### config.mk
export PLATFORM = sky130hd
export DESIGN_NAME = vcxo_lock_cmp
export DESIGN_NICKNAME = d
export VERILOG_FILES = /design/src/rtl/vcxo_cmp_pkg.sv /design/src/rtl/vcxo_edge_sync.sv /design/src/rtl/vcxo_mod_div.sv /design/src/rtl/vcxo_pfd.sv /design/src/rtl/vcxo_lock_cmp.sv
export SDC_FILE = /design/constraint.sdc
export NUM_CORES = 1
export LEC_CHECK = 0
export ABC_AREA = 1
export BUFFER_PORTS_ARGS = -buffer_cell sky130_fd_sc_hd__clkbuf_2
export CAP_MARGIN = 20
export CELL_PAD_IN_SITES_DETAIL_PLACEMENT = 0
export CELL_PAD_IN_SITES_GLOBAL_PLACEMENT = 1
export CORE_ASPECT_RATIO = 1.25
export CORE_MARGIN = 2
export CORE_UTILIZATION = 40
export CTS_BUF_LIST = sky130_fd_sc_hd__clkbuf_2
export DETAILED_ROUTE_END_ITERATION = 12
export GPL_TIMING_DRIVEN = 1
export PLACE_DENSITY = 0.79
export SYNTH_ARGS = -nofsm -noshare
export SYNTH_HDL_FRONTEND = slang
export SYNTH_SLANG_ARGS = --single-unit
### constraint.sdc
create_clock -name clk_i -period 1.7 [get_ports clk_i]
set_input_delay 0.085 -clock clk_i [delete_from_list [all_inputs] [get_ports clk_i]]
set_output_delay 0.085 -clock clk_i [all_outputs]
set_load 0.01 [all_outputs]
### src/rtl/vcxo_cmp_pkg.sv
// Package: shared types for the oscillator lock comparator.
// Assumes: nothing beyond IEEE 1800-2017.
package vcxo_cmp_pkg;

    // Comparator state: which side, if any, is driving the error pin.
    typedef enum logic [1:0] {
        PFD_IDLE = 2'b00,
        PFD_UP   = 2'b01,
        PFD_DN   = 2'b10
    } pfd_state_e;

endpackage

### src/rtl/vcxo_edge_sync.sv
// Module: vcxo_edge_sync
// Samples an asynchronous clock level with a flop chain in the core clock
// domain and emits a one-cycle strobe on each rising edge.
// Assumes: STAGES >= 2 and a core clock above twice the input frequency.
module vcxo_edge_sync #(
    parameter int STAGES = 2
) (
    input  logic clk_i,
    input  logic rst_ni,
    input  logic lvl_i,
    output logic rise_o
);

    logic [STAGES-1:0] chain_q;
    logic              last_q;

    // Shift the level through the chain and keep the previous settled value.
    always_ff @(posedge clk_i) begin
        if (!rst_ni) begin
            chain_q <= '0;
            last_q  <= 1'b0;
        end else begin
            chain_q <= {chain_q[STAGES-2:0], lvl_i};
            last_q  <= chain_q[STAGES-1];
        end
    end

    assign rise_o = chain_q[STAGES-1] & ~last_q;

endmodule

### src/rtl/vcxo_mod_div.sv
// Module: vcxo_mod_div
// Modulo counter of input edge strobes with a run-time ratio (last_i + 1).
// Its output is high for the first half of the count, so it rises once per
// full count, on the edge that wraps the counter to zero.
// Assumes: last_i >= 1; clr_i forces the count back to zero at once.
module vcxo_mod_div #(
    parameter int W = 5
) (
    input  logic         clk_i,
    input  logic         rst_ni,
    input  logic         clr_i,
    input  logic         tick_i,
    input  logic [W-1:0] last_i,
    output logic         div_o
);

    logic [W-1:0] cnt_q;

    // Count strobes, wrap at the ratio, restart on reset or clear.
    always_ff @(posedge clk_i) begin
        if (!rst_ni || clr_i) begin
            cnt_q <= '0;
        end else if (tick_i) begin
            cnt_q <= (cnt_q == last_i) ? '0 : cnt_q + W'(1);
        end
    end

    // Near-even duty: high for counts 0 .. last/2.
    assign div_o = (cnt_q <= (last_i >> 1));

endmodule

### src/rtl/vcxo_pfd.sv
// Module: vcxo_pfd
// Three-state phase/frequency comparator on the rising edges of two
// divided clocks. Reference ahead drives high, oscillator ahead drives low,
// an edge from the lagging side releases the pin.
// Assumes: both divided inputs are in the core clock domain; clr_i marks a
// cycle in which the dividers are being restarted (their outputs return high).
module vcxo_pfd
    import vcxo_cmp_pkg::*;
(
    input  logic clk_i,
    input  logic rst_ni,
    input  logic clr_i,
    input  logic ref_div_i,
    input  logic vco_div_i,
    output logic err_o,
    output logic err_oe_o
);

    pfd_state_e state_q, state_d;
    logic       ref_prev_q, vco_prev_q;
    logic       ref_rise, vco_rise;

    assign ref_rise = ref_div_i & ~ref_prev_q;
    assign vco_rise = vco_div_i & ~vco_prev_q;

    // Next state from the pair of rising edges seen this cycle.
    always_comb begin
        state_d = state_q;
        if (clr_i) begin
            state_d = PFD_IDLE;
        end else if (ref_rise && !vco_rise) begin
            state_d = (state_q == PFD_DN) ? PFD_IDLE : PFD_UP;
        end else if (vco_rise && !ref_rise) begin
            state_d = (state_q == PFD_UP) ? PFD_IDLE : PFD_DN;
        end
    end

    // Hold state and previous levels; a restart presets the levels high
    // so the divider returning to count zero is not taken as an edge.
    always_ff @(posedge clk_i) begin
        if (!rst_ni || clr_i) begin
            state_q    <= PFD_IDLE;
            ref_prev_q <= 1'b1;
            vco_prev_q <= 1'b1;
        end else begin
            state_q    <= state_d;
            ref_prev_q <= ref_div_i;
            vco_prev_q <= vco_div_i;
        end
    end

    assign err_o    = (state_q == PFD_UP);
    assign err_oe_o = (state_q != PFD_IDLE);

endmodule

### src/rtl/vcxo_lock_cmp.sv
// Module: vcxo_lock_cmp (top)
// Divides the reference by REF_DIV and the oscillator by VCO_DIV_A or
// VCO_DIV_B, then compares the two divided clocks and drives the error pin
// as a level plus an output enable for an external tri-state pad.
// Assumes: clk_i is faster than twice the oscillator frequency; sel_p32_i
// is quasi-static and any change of it restarts the comparison.
module vcxo_lock_cmp #(
    parameter int REF_DIV     = 8,
    parameter int VCO_DIV_A   = 30,
    parameter int VCO_DIV_B   = 32,
    parameter int SYNC_STAGES = 2
) (
    input  logic clk_i,
    input  logic rst_ni,
    input  logic ref_clk_i,
    input  logic vcxo_clk_i,
    input  logic sel_p32_i,
    output logic err_o,
    output logic err_oe_o
);

    localparam int VCO_MAX = (VCO_DIV_A > VCO_DIV_B) ? VCO_DIV_A : VCO_DIV_B;
    localparam int REF_W   = $clog2(REF_DIV);
    localparam int VCO_W   = $clog2(VCO_MAX);

    logic             ref_tick, vco_tick;
    logic             ref_div_w, vco_div_w;
    logic             sel_q;
    logic             ratio_clr;
    logic [REF_W-1:0] ref_last;
    logic [VCO_W-1:0] vco_last;

    // Remember the ratio select to spot a change.
    always_ff @(posedge clk_i) begin
        sel_q <= sel_p32_i;
    end

    assign ratio_clr = rst_ni && (sel_p32_i != sel_q);
    assign ref_last  = REF_W'(REF_DIV - 1);
    assign vco_last  = sel_p32_i ? VCO_W'(VCO_DIV_B - 1) : VCO_W'(VCO_DIV_A - 1);

    vcxo_edge_sync #(.STAGES(SYNC_STAGES)) u_ref_sync (
        .clk_i  (clk_i),
        .rst_ni (rst_ni),
        .lvl_i  (ref_clk_i),
        .rise_o (ref_tick)
    );

    vcxo_edge_sync #(.STAGES(SYNC_STAGES)) u_vco_sync (
        .clk_i  (clk_i),
        .rst_ni (rst_ni),
        .lvl_i  (vcxo_clk_i),
        .rise_o (vco_tick)
    );

    vcxo_mod_div #(.W(REF_W)) u_ref_div (
        .clk_i  (clk_i),
        .rst_ni (rst_ni),
        .clr_i  (ratio_clr),
        .tick_i (ref_tick),
        .last_i (ref_last),
        .div_o  (ref_div_w)
    );

    vcxo_mod_div #(.W(VCO_W)) u_vco_div (
        .clk_i  (clk_i),
        .rst_ni (rst_ni),
        .clr_i  (ratio_clr),
        .tick_i (vco_tick),
        .last_i (vco_last),
        .div_o  (vco_div_w)
    );

    vcxo_pfd u_pfd (
        .clk_i     (clk_i),
        .rst_ni    (rst_ni),
        .clr_i     (ratio_clr),
        .ref_div_i (ref_div_w),
        .vco_div_i (vco_div_w),
        .err_o     (err_o),
        .err_oe_o  (err_oe_o)
    );

endmodule

; ---- Yosys cells after proc, flatten, opt, wreduce, memory -nomap -nowiden
; Cells that the tools add are included.
; Widths: inputs -> output; s select.
[word_totals]
wordCells = 44
out_inout_bits = 2
reg_bits = 19
in_bits = 5
[op_classes]
n_bitwise = 8
mux = 7
addsub = 2
reduce_logical = 10
magnitude_cmp = 2
eq_ne = 5
[op_table]
columns = operator, n
row1 = $mux 2, 4
row2 = $add 5x1->5 const B, 1
row3 = $eq 5x5->1, 1
row4 = $le 5x4->1, 1
row5 = $mux 5, 1
row6 = $and 1x1->1, 4
row7 = $not 1->1, 4
row8 = $reduce_bool 2->1, 2
row9 = $add 3x1->3 const B, 1
row10 = $eq 3x3->1 const B, 1
row11 = $le 3x2->1 const B, 1
row12 = $logic_and 1x1->1, 3
row13 = $logic_not 1->1, 3
row14 = $mux 3, 1
row15 = $eq 2x1->1 const B, 1
row16 = $eq 2x2->1 const B, 1
row17 = $reduce_or 2->1, 1
row18 = $logic_or 1x1->1, 1
row19 = $mux 1, 1
row20 = $ne 1x1->1, 1

; ---- Logic depth before layout (Yosys ltp)
; Gate-level depths: netlist of run 1.
[depth]
word_depth = 6
depth_mapped = 9
ltp_nobuf = 9

; ---- Cells and area by module
; Synthesis of run 1 repeated with hierarchy kept, for this count alone.
[unflattened]
cells_unflattened = 167
hier_area_um2 = 1116.1
[by_module_without_submodules]
columns = module, n_inst, cells_per_inst, area_each_um2, seq_area_each_um2
row1 = vcxo_mod_div (u_vco_div), 1, 72, 450.4, 100.1
row2 = vcxo_mod_div (u_ref_div), 1, 37, 240.2, 60.1
row3 = vcxo_pfd, 1, 30, 201.4, 80.1
row4 = vcxo_edge_sync, 2, 11, 92.6, 60.1
row5 = vcxo_lock_cmp, 1, 6, 38.8, 20.0

; ---- Least setup slack after synthesis of run 1
; No wires, ideal clock.
[synth_timing]
kind = reg2reg
from = register u_vco_div.cnt_q[0]
to = register u_pfd.state_q[1]
synth_period_minus_slack_ns = 1.681
stages_incl_launch_ff = 10
arrival_ns = 1.608
setup_slack_ns = 0.019
t_required_ns = 1.627
setup_time_ns = 0.073
path_buffers = 0
path_cell_list = dfxtp_1 inv_1 ha_1 nor3_1 nand3_1 nand3b_1 ha_1 nor2_1 a21oi_1 nor3_2
[synth_between]
elab_chain_cells = 5
elab_cells_between_ends = 7
classes_between = 1 x order compare / 1 x mux / 1 x bitwise / 4 x reduce/logical
[synth_rtl]
columns = item, line
row1 = from (decl), vcxo_mod_div.sv:17  ; logic [W-1:0] cnt_q;
row2 = from (signal assigned), vcxo_mod_div.sv:24  ; cnt_q <= (cnt_q == last_i) ? '0 : cnt_q + W'(1);
row3 = $le 5x4->1 *, vcxo_mod_div.sv:29  ; assign div_o = (cnt_q <= (last_i >> 1));
row4 = $and 1x1->1 *, vcxo_pfd.sv:24  ; assign vco_rise = vco_div_i & ~vco_prev_q;
row5 = $logic_not 1->1, vcxo_pfd.sv:31  ; end else if (ref_rise && !vco_rise) begin
row6 = $logic_and 1x1->1, vcxo_pfd.sv:31
row7 = $mux 2 or $reduce_bool 2->1 (tied branches), --
row8 = to (signal assigned), vcxo_pfd.sv:46  ; state_q <= state_d;
row9 = to (decl), vcxo_pfd.sv:19  ; pfd_state_e state_q, state_d;
; Mark *: on every way between the ends. The rest lies on a longest branch, timed or not.
; A chain may end at the register's enable or synchronous reset.

; ---- Final worst setup path of run 1
[layout_timing]
from = register u_vco_div.cnt_q[0]
to = register u_pfd.state_q[0]
; The elaborated chain is that of the path after synthesis.

==> results of run 1 <==
Yosys cell counts (all sizes together):
library cell,instances
nor2,18
nand2,26
ha,6
nand3,3
xnor2,1
inv,20
a21oi,5
or2,1
o21ai,4
nor3,4
dfxtp,19
nand3b,3
xor2,1
routing by layer:
layer | track usage | part of all wire | vias to the layer above
met4 | 0.0882 | 0.035 | 0
met2 | 0.214 | 0.48 | 4
met3 | 0.0196 | 0.013 | 5
met1 | 0.136 | 0.47 | 295
met5 | 0 | 0 | -
li1 | - | - | 372
registers in the layout, summed over array words and instances (netlist names):
signal,cells
sel_q,1
u_pfd.ref_prev_q,1
u_pfd.state_q,2
u_pfd.vco_prev_q,1
u_ref_div.cnt_q,3
u_ref_sync.chain_q,2
u_ref_sync.last_q,1
u_vco_div.cnt_q,5
u_vco_sync.chain_q,2
u_vco_sync.last_q,1
layout make-up:
type                    count  area, um^2  area share
multi-input cells          72         417       0.417
flip-flops and latches     19         382       0.382
repair buffers             12        80.1      0.0802
inverters                  20        75.1      0.0752
well taps                  20        25.0      0.0251
clock buffers               4        20.0      0.0201
final timing paths:
check / startpoint / endpoint / slack, ns
min: sel_p32_i / sel_q / 0.03
min reg2reg: u_ref_sync.chain_q[0] / u_ref_sync.chain_q[1] / 0.43
max reg2reg: u_vco_div.cnt_q[0] / u_pfd.state_q[0] / 0.13
max: u_vco_div.cnt_q[0] / u_pfd.state_q[0] / 0.13
kinds of logic after synthesis:
group / share of synthesized area
XOR/XNOR: 0.0208
adder cells (fa/ha/maj): 0.0893
buffers and inverters: 0.0893
AND/OR/NAND/NOR: 0.290
flip-flops: 0.452
AO/OA/AOI/OAI: 0.0580
worst max-delay path, delay by kind of cell, from the launching register on:
kind | cells | cell delay [ns]
compound gates | 1 | 0.14
fa+ha+maj | 2 | 0.60
buf+inv | 1 | 0.05
flops | 1 | 0.36
simple gates | 5 | 0.34
stage by stage:
step	std cells	cell area (um^2)
floorplan	111	841
global placement	141	926
detailed placement	141	926
CTS	147	987
global route	147	998
finish	147	998
power by group through the flow:
| stage | clock network, mW | logic, mW | registers [mW] |
|---|---|---|---|
| after global placement | 0 | 0.0459 | 0.469 |
| after floorplan | 0 | 0.0274 | 0.469 |
| after CTS | 0.204 | 0.0515 | 0.460 |
| final | 0.193 | 0.0504 | 0.459 |
| after detailed placement | 0 | 0.0466 | 0.469 |
| after global routing | 0.218 | 0.0595 | 0.461 |
what timing repair did:
item,in CTS,in global routing
hold endpoints to repair,2,0
cloned,0,0
hold buffers,2,0
setup endpoints to repair,1,2
pin swaps,2,4
gates resized for setup,4,3
==> flow_metrics.py, run 1 <==
metrics = {
    "yosys": {
        "synth_top_area_cell": "dfxtp_1",
        "yosysTopAreaCellShare": 0.452,
        "yosysUniqueCellTypes": 18,
        "synth_area_um2": 841,
        "ys_seq_area_frac": 0.452,
        "avgSynthCellArea_um2": 7.57,
        "syn_inst": 111,
        "ys_top_cells_by_area": "dfxtp_1, nand2_1, ha_1, inv_1, nor2_1",
        "syn_nets": 122,
        "yosys_register_bits": 19,
        "yosys_warnings": 0,
    },
    "placed_design": {
        "numPortBuffers": 6,
        "dp_slack_ns": -0.0320,
        "dp_hpwl_um": 1050,
        "gp_congestion": 0.776,
    },
    "critical_path": {
        "required_ns": 1.92,
        "worstPathCellList": "inv_1 > ha_1 > nor3_2 > nand3_1 > nand3b_1 > ha_4 > nor2_2 > o21ai_0 > nor2_1",
        "path_class": "reg -> reg",
        "critPathSlowestCell": "dfxtp_2",
        "end_kind": "flip-flop",
        "critPathMaxStageDelay_ns": 0.36,
        "rr_worst_depth": 9,
        "critPathLaunchType": "flip-flop",
        "path_max_fanout": 3,
        "critical_path_arrival_ns": 1.79,
    },
    "floorplan": {
        "core_area_um2": 1980,
        "die_y_um": 55.3,
        "initial_utilization": 0.424,
        "ios": 7,
        "dieArea_um2": 2490,
        "die_w_um": 45.0,
        "num_rows": 18,
    },
    "sta": {
        "fin_setup_tns_ns": 0,
        "whs_ns": 0.0272,
        "setup_viol": 0,
        "worst_pin_slew_ns": 0.206,
        "fmax_ghz": 0.637,
        "maxSlewViolCount": 0,
        "layout_setup_ws_ns": 0.131,
        "rsz0062_at_grt": "false",
        "finalClockSkew_ns": 0.0103,
        "finalCriticalPeriod_ns": 1.57,
        "slew_headroom": 0.862,
        "fin_crit_sh": 0.923,
        "hold_viol_final": 0,
    },
    "finish": {
        "finalCoreUtilization": 0.504,
        "final_cell_mix": "nand2_1, inv_1, dfxtp_1",
        "area_growth_pct": 18.8,
        "nFillCells": 212,
        "n_antenna_cell": 0,
        "layout.nets": 139,
        "mostFrequentLayoutCell": "nand2_1",
        "drive_gt1_frac": 0.205,
    },
    "power": {
        "pwr-share-clk": 0.274,
        "p_sw_mw": 0.163,
        "p_leak_nw": 0.472,
        "pwr-share-comb": 0.072,
        "power_density_nw_per_um2": 704,
        "p_int_mw": 0.539,
        "p_total_mw": 0.702,
        "ir_drop_mv": 0.486,
        "seqPwrFrac": 0.654,
        "swShare": 0.232,
    },
    "min_path": {
        "hold_path_depth": 2,
        "hp-class": "in -> reg",
    },
    "clocking": {
        "clk_pin_slew_ns": 0.17,
        "cts-root-buf": "clkbuf_2",
        "numCtsBuffers": 3,
        "post_cts.repair.setup_buffers": 0,
        "clk_latency_ns": 0.30,
        "cts_sinks": 19,
        "htreeDepth": 1,
        "clock_path_buffers": 2,
        "cts_tree": "yes",
    },
    "route": {
        "wl_per_cell_um": 9.20,
        "ant_nets": 0,
        "drc": 0,
        "vias": 676,
        "vias_per_cell": 4.60,
        "drt_iter0_drc": 10,
        "wl_um": 1350,
        "firstDrtPassIters": 4,
    },
    "global_route": {
        "grt_pass1_wl_um": 2330,
        "grt.total_usage": 0.127,
        "grt_pass1_vias": 612,
        "grt_max_degree": 11,
        "overflow": 0,
        "antenna_found_initial": 0,
    },
    "run_status": {
        "status": "complete, no violations",
    },
    "run": {
        "cap_viol_max_count": 0,
    },
}
Power figures use the tool's default switching activity.
==> run 2, diff against run 1 <==
--- a/config.mk
+++ b/config.mk
@@ -15,7 +15,7 @@
 export CORE_UTILIZATION = 40
 export CTS_BUF_LIST = sky130_fd_sc_hd__clkbuf_2
 export DETAILED_ROUTE_END_ITERATION = 12
-export GPL_TIMING_DRIVEN = 1
+export GPL_TIMING_DRIVEN = 0
 export PLACE_DENSITY = 0.79
 export SYNTH_ARGS = -nofsm -noshare
 export SYNTH_HDL_FRONTEND = slang
==> flow_metrics.py, run 2 (synthesis results as in run 1) <==
metrics = {
    "clocking": {
        "cts_sinks": 19,
        "cts_tree": "yes",
        "numCtsBuffers": 3,
        "clk_pin_slew_ns": 0.17,
        "clk_latency_ns": 0.30,
        "cts-root-buf": "clkbuf_2",
        "clock_path_buffers": 2,
        "htreeDepth": 1,
    },
    "floorplan": {
        "num_rows": 18,
        "die_y_um": 55.3,
        "dieArea_um2": 2490,
        "ios": 7,
        "core_area_um2": 1980,
        "die_w_um": 45.0,
        "initial_utilization": 0.424,
    },
    "global_route": {
        "grt.total_usage": 0.129,
        "grt_pass1_vias": 634,
        "grt_max_degree": 11,
        "overflow": 0,
        "antenna_found_initial": 0,
        "grt_pass1_wl_um": 2490,
    },
    "critical_path": {
        "end_kind": "flip-flop",
        "cpMostUsedCell": "nor2_1",
        "required_ns": 1.93,
        "path_depth": 8,
        "startpoint": "u_ref_div.cnt_q[0]",
        "path_max_fanout": 4,
        "r2r-end": "u_pfd.state_q[0]",
        "endpoint": "u_pfd.state_q[0]",
        "rr_worst_depth": 8,
        "path_class": "reg -> reg",
        "cp_top_family": "adder cells",
        "critPathLaunchType": "flip-flop",
        "critical_path_buf_inv_count": 0,
        "critPathSlowestCell": "dfxtp_2",
        "r2r_slack_ns": 0.12,
        "worstPathCellList": "ha_1 > ha_1 > a21oi_2 > nor2_1 > ha_4 > nor2_1 > o21ai_0 > nor2_1",
        "critPathMaxStageDelay_ns": 0.37,
        "critical_path_arrival_ns": 1.81,
        "r2r_start": "u_ref_div.cnt_q[0]",
    },
    "route": {
        "wl_per_cell_um": 9.16,
        "firstDrtPassIters": 4,
        "drt_iter0_drc": 11,
        "wl_um": 1340,
        "vias_per_cell": 4.72,
        "vias": 689,
        "ant_nets": 0,
        "drc": 0,
    },
    "finish": {
        "largest_reg_flops": 5,
        "nFillCells": 212,
        "top_register": "u_vco_div.cnt_q",
        "layout.nets": 138,
        "mostFrequentLayoutCell": "nand2_1",
        "multi_input_area_um2": 430,
        "drive_gt1_frac": 0.214,
        "layout.cells.non_filler": 146,
        "top_regs": "u_vco_div.cnt_q (5), u_ref_div.cnt_q (3)",
        "final-seq-area_um2": 385,
        "area_growth_pct": 20.2,
        "finalCoreUtilization": 0.510,
        "design_area_um2": 1010,
        "final_cell_mix": "nand2_1, inv_1, dfxtp_1",
        "n_antenna_cell": 0,
    },
    "placed_design": {
        "dp_hpwl_um": 1000,
        "gp_congestion": 0.778,
        "dpl_cell_area_um2": 896,
        "numPortBuffers": 6,
        "placed_cells_incl_taps": 137,
    },
    "sta": {
        "finalClockSkew_ns": 0.00640,
        "hold_viol_final": 0,
        "fmax_ghz": 0.633,
        "slew_headroom": 0.852,
        "finalCriticalPeriod_ns": 1.58,
        "fin_setup_tns_ns": 0,
        "maxSlewViolCount": 0,
        "rsz0062_at_grt": "false",
        "worst_pin_slew_ns": 0.222,
        "setup_viol": 0,
        "fin_crit_sh": 0.929,
    },
    "power": {
        "power_density_nw_per_um2": 698,
        "pwr-share-clk": 0.277,
        "p_int_mw": 0.538,
        "p_sw_mw": 0.168,
        "ir_drop_mv": 0.463,
        "pwr-share-comb": 0.073,
        "seqPwrFrac": 0.650,
        "p_leak_nw": 0.469,
        "swShare": 0.237,
    },
    "run_status": {
        "status": "complete, no violations",
    },
    "min_path": {
        "hp-class": "in -> reg",
        "hold_path_depth": 3,
    },
    "run": {
        "cap_viol_max_count": 0,
    },
}
==> run 2: cell count changes in the layout (fill, tap and decap cells not counted) <==
cell and change:
ha_4 +1, dfxtp_4 +1, nor2_2 -1, a21oi_2 +1, ha_1 -1, inv_1 -1, inv_2 +1, dlygate4sd3_1 +1
dfxtp_1 -1, a21oi_1 -1, nor2_1 +1, buf_4 -2
==> run 2: repair_timing <==
action,4_1_cts,5_1_grt
resized for setup,5,6
setup buffers,2,0
setup endpoints to repair,2,2
hold buffers,3,0
hold endpoints to repair,3,0
pin swaps,4,2
==> run 2: cell type report <==
| type | instances | share of cell area |
|---|---|---|
| tap | 20 | 0.0248 |
| sequential | 19 | 0.381 |
| timing repair buffer | 11 | 0.0743 |
| multi-input combinational | 72 | 0.426 |
| inverter | 20 | 0.0743 |
| clock buffer | 4 | 0.0198 |
==> run 2: worst min-delay path by stage <==
stage | startpoint | to | slack, ns
after floorplan | sel_p32_i | sel_q | 0.11
after global placement | ref_clk_i | u_ref_sync.chain_q[0] | 0.26
after detailed placement | ref_clk_i | u_ref_sync.chain_q[0] | 0.27
after CTS | rst_ni | u_ref_sync.chain_q[0] | 0.03
after global routing | rst_ni | u_ref_sync.last_q | 0.04
final | rst_ni | u_ref_sync.chain_q[0] | 0.05
==> run 2: metal layers <==
layer | GRT usage | routed length, um | part of all wire
met2 | 0.216 | 673 | 0.50
met5 | 0 | 0 | 0
met3 | 0.0196 | 33 | 0.025
met4 | 0.0504 | 19 | 0.014
met1 | 0.158 | 611 | 0.46
==> run 2: power groups by stage <==
| stage | registers (mW) | clock network (mW) | logic (mW) |
|---|---|---|---|
| final | 0.459 | 0.196 | 0.0515 |
| after global routing | 0.460 | 0.219 | 0.0601 |
| after CTS | 0.459 | 0.209 | 0.0498 |
| after detailed placement | 0.470 | 0 | 0.0416 |
| after global placement | 0.469 | 0 | 0.0405 |
| after floorplan | 0.469 | 0 | 0.0274 |
==> run 2: metrics by stage <==
stage	power (mW)	setup slack, ns	hold slack, ns
6_report	0.706	0.121	0.0497
2_1_floorplan	0.496	0.0187	0.113
3_3_place_gp	0.510	-0.160	0.265
4_1_cts	0.718	0.0110	0.0305
3_5_place_dp	0.511	-0.188	0.271
5_1_grt	0.740	0.0116	0.0442
==> run 2: worst reg2reg max path: cells and delay by family, from the launching register on <==
| family | cells | cell delay, ns |
|---|---|---|
| fa+ha+maj | 3 | 0.70 |
| flops | 1 | 0.37 |
| compound gates | 2 | 0.25 |
| simple gates | 3 | 0.17 |
==> run 3, diff against run 2 <==
--- a/config.mk
+++ b/config.mk
@@ -17,6 +17,7 @@
 export DETAILED_ROUTE_END_ITERATION = 12
 export GPL_TIMING_DRIVEN = 0
 export PLACE_DENSITY = 0.79
+export SETUP_SLACK_MARGIN = 0.15
 export SYNTH_ARGS = -nofsm -noshare
 export SYNTH_HDL_FRONTEND = slang
 export SYNTH_SLANG_ARGS = --single-unit
==> flow_metrics.py, run 3 (synthesis results as in run 1) <==
metrics = {
    "critical_path": {
        "critPathSlowestCell": "dfxtp_4",
        "critPathMaxStageDelay_ns": 0.40,
        "cpMostUsedCell": "ha_4",
        "critPathLaunchType": "flip-flop",
        "end_kind": "flip-flop",
        "path_class": "reg -> reg",
        "critical_path_buf_inv_count": 1,
        "path_max_fanout": 3,
        "required_ns": 1.92,
        "worstPathCellList": "inv_4 > ha_4 > nor3_4 > nand3_2 > nand3b_1 > ha_4 > nor2_4 > a21oi_2 > nor3_2",
        "critical_path_arrival_ns": 1.78,
        "cp_top_family": "adder cells",
    },
    "clocking": {
        "cts-root-buf": "clkbuf_2",
        "clock_path_buffers": 2,
        "cts_tree": "yes",
        "cts_sinks": 19,
        "numCtsBuffers": 3,
        "htreeDepth": 1,
        "clk_pin_slew_ns": 0.17,
        "clk_latency_ns": 0.30,
    },
    "finish": {
        "final_cell_mix": "nand2_1, inv_1, dfxtp_1",
        "n_antenna_cell": 0,
        "layout.nets": 139,
        "largest_reg_flops": 5,
        "design_area_um2": 1050,
        "top_regs": "u_vco_div.cnt_q (5), u_ref_div.cnt_q (3)",
        "area_growth_pct": 24.7,
        "mostFrequentLayoutCell": "nand2_1",
        "drive_gt1_frac": 0.260,
        "top_register": "u_vco_div.cnt_q",
    },
    "sta": {
        "setup_viol": 0,
        "finalCriticalPeriod_ns": 1.56,
        "fin_crit_sh": 0.918,
        "fin_setup_tns_ns": 0,
        "layout_setup_ws_ns": 0.139,
        "rsz0062_at_grt": "true",
        "fmax_ghz": 0.641,
        "worst_pin_slew_ns": 0.217,
        "hold_viol_final": 0,
        "finalClockSkew_ns": 0.00251,
        "whs_ns": 0.0496,
        "maxSlewViolCount": 0,
        "slew_headroom": 0.855,
    },
    "floorplan": {
        "die_w_um": 45.0,
        "dieArea_um2": 2490,
        "die_y_um": 55.3,
        "num_rows": 18,
        "initial_utilization": 0.424,
        "core_area_um2": 1980,
        "ios": 7,
    },
    "placed_design": {
        "numPortBuffers": 6,
        "dp_hpwl_um": 1000,
        "dp_slack_ns": 0.00963,
        "gp_congestion": 0.783,
        "dpl_cell_area_um2": 897,
    },
    "power": {
        "power_density_nw_per_um2": 673,
        "p_leak_nw": 0.478,
        "ir_drop_mv": 0.482,
    },
    "route": {
        "wl_per_cell_um": 10.0,
        "vias": 671,
        "wl_met2_um": 718,
        "firstDrtPassIters": 4,
        "drt_iter0_drc": 9,
        "drc": 0,
        "met1Wirelength_um": 700,
        "wl_um": 1470,
        "ant_nets": 0,
        "routed-wl-met3_um": 38,
        "vias_per_cell": 4.56,
        "top_layer": "met4",
    },
    "min_path": {
        "hp-class": "in -> reg",
    },
    "global_route": {
        "antenna_found_initial": 0,
        "grt_pass1_vias": 546,
        "grt_pass1_wl_um": 2210,
        "grt_max_degree": 12,
        "overflow": 0,
        "grt.total_usage": 0.119,
    },
    "run_status": {
        "status": "complete, no violations",
    },
    "run": {
        "cap_viol_max_count": 0,
    },
}
-- run 3: metal layers --
metal  vias to the layer above  global-route usage
li1                        369                   -
met1                       292               0.154
met2                         8               0.176
met3                         2              0.0196
met4                         0              0.0756
met5                         -                   0
-- run 3: worst paths after layout --
path         slack, ns  cells after the start                  start               endpoint
min               0.05                      3                 rst_ni  u_vco_sync.chain_q[1]
max               0.14                      9     u_vco_div.cnt_q[0]       u_pfd.state_q[1]
min reg2reg       0.43                      2  u_ref_sync.chain_q[0]  u_ref_sync.chain_q[1]
max reg2reg       0.14                      9     u_vco_div.cnt_q[0]       u_pfd.state_q[1]
-- run 3: where the power goes --
group | total, mW | internal, mW | switching [mW]
combinational | 0.0577 | 0.0257 | 0.0320
sequential | 0.459 | 0.454 | 0.00525
clock | 0.188 | 0.0533 | 0.135
total | 0.705 | 0.533 | 0.172
-- run 3: timing repair --
item / CTS / global route
endpoints found under the hold margin: 3 / 1
setup endpoints to repair: 2 / 2
buffers inserted: 2 / 1
hold buffers: 2 / 1
gates resized for setup: 8 / 10
pin swaps: 7 / 5
-- run 3: layout make-up --
| cell class | instances | area (um^2) |
|---|---|---|
| clock buffer | 3 | 15.0 |
| clock inverter | 1 | 5.00 |
| fill | 200 | 933 |
| inverter | 20 | 77.6 |
| multi-input combinational | 72 | 458 |
| sequential | 19 | 385 |
| tap | 20 | 25.0 |
| timing repair buffer | 12 | 82.6 |
-- run 3: worst min-delay path, cell delays in order --
cell	delay, ns
clkbuf_2	0.14
nand2_1	0.08
inv_1	0.03
-- run 3: metrics by stage --
| stage | power [mW] | util | cells |
|---|---|---|---|
| final | 0.705 | 0.529 | 147 |
| after CTS | 0.711 | 0.502 | 145 |
| after global routing | 0.742 | 0.529 | 147 |
| after detailed placement | 0.511 | 0.453 | 137 |
| after global placement | 0.510 | 0.453 | 137 |
| after floorplan | 0.496 | - | 111 |
